`src/rtl/fpmm_pkg.sv`:
```
package fpmm_pkg;
  localparam int WORD_W  = 64;
  localparam int SGL_W   = 32;
  localparam int SGL_EXP = 8;
  localparam int SGL_MAN = 23;
  localparam int DBL_EXP = 11;
  localparam int DBL_MAN = 52;
  localparam int MAG_W   = WORD_W - 1;

  localparam logic [WORD_W-1:0] SGL_DNAN = WORD_W'(64'h7FC0_0000);
  localparam logic [WORD_W-1:0] DBL_DNAN = 64'h7FF8_0000_0000_0000;
  localparam logic [WORD_W-1:0] SGL_QBIT = WORD_W'(1) << (SGL_MAN - 1);
  localparam logic [WORD_W-1:0] DBL_QBIT = WORD_W'(1) << (DBL_MAN - 1);

  typedef enum logic [1:0] {
    OP_MAX    = 2'b00,
    OP_MIN    = 2'b01,
    OP_MAXNUM = 2'b10,
    OP_MINNUM = 2'b11
  } opSel_e;

  typedef struct packed {
    logic             sign;
    logic             isNan;
    logic             isSnan;
    logic             isQnan;
    logic [MAG_W-1:0] mag;
  } opClass_t;

  // Strobes from control to datapath.
  typedef struct packed {
    logic pickB;       // select operand B instead of A
    logic quietPick;   // force the quiet bit on the selected operand
    logic useDefault;  // replace the result by the default NaN
  } strobe_t;
endpackage

```
`src/rtl/fpmm_classify.sv`:
```
module fpmm_classify
  import fpmm_pkg::*;
(
  input  logic [WORD_W-1:0] operand,
  input  logic              isDouble,
  output opClass_t          cls
);
  logic expOnes;
  logic manNonZero;
  logic quietBit;

  always_comb begin
    if (isDouble) begin
      expOnes    = &operand[WORD_W-2 -: DBL_EXP];
      manNonZero = |operand[DBL_MAN-1:0];
      quietBit   = operand[DBL_MAN-1];
      cls.sign   = operand[WORD_W-1];
      cls.mag    = operand[MAG_W-1:0];
    end else begin
      expOnes    = &operand[SGL_W-2 -: SGL_EXP];
      manNonZero = |operand[SGL_MAN-1:0];
      quietBit   = operand[SGL_MAN-1];
      cls.sign   = operand[SGL_W-1];
      cls.mag    = MAG_W'(operand[SGL_W-2:0]);
    end
    cls.isNan  = expOnes & manNonZero;
    cls.isQnan = cls.isNan & quietBit;
    cls.isSnan = cls.isNan & ~quietBit;
  end
endmodule

```
`src/rtl/fpmm_ctrl.sv`:
```
module fpmm_ctrl
  import fpmm_pkg::*;
(
  input  opClass_t   clsA,
  input  opClass_t   clsB,
  input  logic [1:0] opSel,
  input  logic       defaultNan,
  output strobe_t    strobe
);
  opSel_e opCode;
  logic   nmMode;
  logic   wantMin;
  logic   loneQnanA;
  logic   loneQnanB;
  logic   anyNan;
  logic   aGreater;
  logic   aEqual;
  logic   propPickB;

  assign opCode  = opSel_e'(opSel);
  assign nmMode  = (opCode == OP_MAXNUM) || (opCode == OP_MINNUM);
  assign wantMin = (opCode == OP_MIN) || (opCode == OP_MINNUM);

  assign loneQnanA = nmMode & clsA.isQnan & ~clsB.isNan;
  assign loneQnanB = nmMode & clsB.isQnan & ~clsA.isNan;
  assign anyNan    = clsA.isNan | clsB.isNan;

  // Propagation priority: sNaN A, sNaN B, qNaN A, qNaN B.
  assign propPickB = ~(clsA.isSnan | (~clsB.isSnan & clsA.isNan));

  // Sign-magnitude ordering, -0 below +0.
  always_comb begin
    aEqual = (clsA.sign == clsB.sign) && (clsA.mag == clsB.mag);
    if (clsA.sign != clsB.sign) begin
      aGreater = ~clsA.sign;
    end else if (!clsA.sign) begin
      aGreater = clsA.mag > clsB.mag;
    end else begin
      aGreater = clsA.mag < clsB.mag;
    end
  end

  always_comb begin
    strobe = '0;
    if (loneQnanA) begin
      strobe.pickB = 1'b1;
    end else if (loneQnanB) begin
      strobe.pickB = 1'b0;
    end else if (anyNan) begin
      strobe.pickB      = propPickB;
      strobe.quietPick  = 1'b1;
      strobe.useDefault = defaultNan;
    end else if (wantMin) begin
      strobe.pickB = aGreater;
    end else begin
      strobe.pickB = ~(aGreater | aEqual);
    end
  end
endmodule

```
`src/rtl/fpmm_datapath.sv`:
```
module fpmm_datapath
  import fpmm_pkg::*;
(
  input  logic [WORD_W-1:0] opA,
  input  logic [WORD_W-1:0] opB,
  input  logic              isDouble,
  input  strobe_t           strobe,
  output logic [WORD_W-1:0] result
);
  logic [WORD_W-1:0] picked;
  logic [WORD_W-1:0] laneMask;

  assign laneMask = isDouble ? '1 : WORD_W'({SGL_W{1'b1}});

  always_comb begin
    picked = (strobe.pickB ? opB : opA) & laneMask;
    if (strobe.useDefault) begin
      result = isDouble ? DBL_DNAN : SGL_DNAN;
    end else if (strobe.quietPick) begin
      result = picked | (isDouble ? DBL_QBIT : SGL_QBIT);
    end else begin
      result = picked;
    end
  end
endmodule

```
`src/rtl/fp_minmax.sv`:
```
module fp_minmax
  import fpmm_pkg::*;
(
  input  logic [63:0] opA,
  input  logic [63:0] opB,
  input  logic        isDouble,
  input  logic [1:0]  opSel,
  input  logic        defaultNan,
  output logic [63:0] result
);
  localparam int N_OPS = 2;

  logic [WORD_W-1:0] operandArr [N_OPS];
  opClass_t          clsArr     [N_OPS];
  strobe_t           strobe;

  assign operandArr[0] = opA;
  assign operandArr[1] = opB;

  for (genvar gi = 0; gi < N_OPS; gi++) begin : g_cls
    fpmm_classify u_cls (
      .operand  (operandArr[gi]),
      .isDouble (isDouble),
      .cls      (clsArr[gi])
    );
  end

  fpmm_ctrl u_ctrl (
    .clsA       (clsArr[0]),
    .clsB       (clsArr[1]),
    .opSel      (opSel),
    .defaultNan (defaultNan),
    .strobe     (strobe)
  );

  fpmm_datapath u_dp (
    .opA      (opA),
    .opB      (opB),
    .isDouble (isDouble),
    .strobe   (strobe),
    .result   (result)
  );
endmodule

```
`config.mk`:
```
export PLATFORM = sky130hd
export DESIGN_NAME = fp_minmax
export DESIGN_NICKNAME = d
export VERILOG_FILES = /design/src/rtl/fpmm_pkg.sv /design/src/rtl/fpmm_classify.sv /design/src/rtl/fpmm_ctrl.sv /design/src/rtl/fpmm_datapath.sv /design/src/rtl/fp_minmax.sv
export SDC_FILE = /design/constraint.sdc
export NUM_CORES = 1
export LEC_CHECK = 0
export ABC_CLOCK_PERIOD_IN_PS = 9500
export BUFFER_PORTS_ARGS = -buffer_cell sky130_fd_sc_hd__buf_2
export CORE_MARGIN = 10
export CORE_UTILIZATION = 30
export DETAILED_ROUTE_END_ITERATION = 12
export SLEW_MARGIN = 15
export SYNTH_ARGS = -nofsm -noshare
export SYNTH_HDL_FRONTEND = slang
export SYNTH_SLANG_ARGS = --single-unit
```
`constraint.sdc`:
```
create_clock -name vclk -period 9.5
set_clock_uncertainty 0.2 [all_clocks]
set_input_delay 1.9 -clock vclk [all_inputs]
set_output_delay 1.9 -clock vclk [all_outputs]
set_load 0.02 [all_outputs]
```
==> reports/qor.yml <==
cp-end-kind: "output port"
antenna_left: 0
synth_cells: 500
hold_viol: 0
netSwitchingFraction_pct: 59.1
core_area_mm2: 0.0110
rsz0062_at_grt: "no"
dp_hpwl_mm: 12.3
grtUsageTotal_pct: 15.8
wl_per_cell_um: 17.1
io_buffers: 196
layout_common_cells: "196 x buf_2, 66 x mux2i_1, 63 x ha_1"
start_util_pct: 31.1
clkPwrFrac_pct: 0
netlist_area_mm2: 0.00342
start_kind: "input pin"
drt-initial-drc-count: 180
min_to: "result[39]"
hold_buffers: 0
area_delta_synth_final_pct: 30.7
share_seq_of_total_power_pct: 0
comb_power_share_pct: 100.0
peakVddDrop_mv: 0.0381
grt_pass1_vias: 4400
rows: 38
drv_slew: 0
timing.hold.ws_ns: 4.00
max_cap_viol_count: 0
synth_area_per_cell_um2: 6.83
wirelength_mm: 13.9
period_needed_ns: 8.12
firstDrtPassIters: 7
nFillCells: 1170
gr-total-overflow: 0
power.density_mw_per_mm2: 69.4
max_slew_margin_pct: 42.6
post_cts_resized: 0
hold_depth: 4
grt_antenna_before_repair: 0
antenna_cells_inserted: 0
via_count: 4278
timing.final.crit_share_pct: 85.5
grt_pass1_wl_mm: 22.2
drive_gt1_share_pct: 30.7
arrival_ns: 6.02
globalplace.congestion: 0.897
max_freq_mhz: 123
nClkBuffers: 0
crit_type: "input pin to output port"
die_x_um: 127
multi_input_area_mm2: 0.00314
layout_commonest_cell: "buf_2"
netSwitchingPower_uw: 183
die_y_um: 127
die_area_mm2: 0.0161
nets: 871
ios: 196
utilization_pct: 40.7
ys_warn_count: 0
required_ns: 7.40
status: "finished clean"
crit_fanout: 50
yosysSeqAreaShare_pct: 0
vias_per_cell: 5.26
min-delay-path-class: "input pin to output port"
p_leak_nw: 2.46
total_power_uw: 310
drc_errors: 0
grt_max_degree: 51
seq_area_um2: 0
post_cts_buffers: 0
yosys.cell_types.count: 51
hp-start: "opA[39]"
worst_pin_slew_ns: 0.861
flops_and_latches: 0
final.setup.tns_ns: 0
synth_nets: 695
intPower_uw: 127
setup_viol: 0
[metrics by stage]
step	std cells	setup slack, ns	instance area (um2)
3_5_place_dp	814	1.38	4470
3_3_place_gp	814	1.51	4470
5_1_grt	814	1.02	4470
4_1_cts	814	1.37	4470
2_1_floorplan	500	2.16	3420
6_report	814	1.38	4470
[worst max-delay path by stage]
stage,end,slack [ns],start
floorplan,result[27],2.16,isDouble
global placement,result[32],1.51,isDouble
detailed placement,result[47],1.38,isDouble
CTS,result[47],1.37,isDouble
global route,result[47],1.02,isDouble
finish,result[47],1.38,isDouble
[per-layer routing]
layer / wire, um / track usage [%] / part of all wire, % / vias to the layer above
li1: - / - / - / 2178
met1: 6230 / 20.4 / 45 / 1952
met2: 6560 / 27.3 / 47 / 144
met3: 1050 / 3.25 / 7.6 / 4
met4: 51 / 0.871 / 0.37 / 0
met5: 0 / 0 / 0 / -
[final cells by class]
type               count  share of cell area, %
repair buffers       199                   22.8
multi-input cells    440                   70.4
inverters             35                   2.94
well taps            140                   3.92
[worst max-delay path: stages]
cell and delay, ns:
buf_2 0.57, buf_4 0.42, nand2_1 0.10, ha_1 0.32, nand4_1 0.15, nor4_4 0.39
inv_1 0.08, o221a_1 0.26, o221a_2 0.13, a31o_2 0.22, a21oi_4 0.55, buf_4 0.42
mux2i_1 0.24, nor2_1 0.06, buf_2 0.19
[power by group through the flow]
stage	registers, mW	clock network (mW)	logic [mW]
finish	0	0	0.310
global route	0	0	0.342
CTS	0	0	0.312
detailed placement	0	0	0.310
global placement	0	0	0.304
floorplan	0	0	0.209
[cell families (layout without fill, tap and decap cells)]
family                     count (synthesis)  count (layout)  share of synthesized area (%)
muxes                                     67              67                           19.7
adders and majority gates                 63              63                           23.1
and+or+nand+nor                          228             228                           33.7
AOI/OAI and AO/OA                         82              82                           15.4
buffers and inverters                     60             234                           8.24
[cells in the mapped netlist, drive strengths merged (2+ instances only)]
cell	number	area share [%]
o221a	2	0.66
a21o	2	0.44
nor2	55	6.0
a31oi	2	0.37
mux2i	66	19
clkbuf	13	1.4
and4	2	0.51
a21oi	36	5.4
nand4	24	4.6
a221oi	2	0.51
and2	33	6.0
nor4	29	5.9
inv	35	3.8
nor3	7	1.0
a41oi	2	0.51
a21boi	12	2.7
nand2	62	6.8
ha	63	23
o21ai	11	1.6
nand3	9	1.3
o22ai	2	0.37
buf	12	3.0
a211oi	2	0.44
No activity file was read; power rests on OpenSTA's default activity.
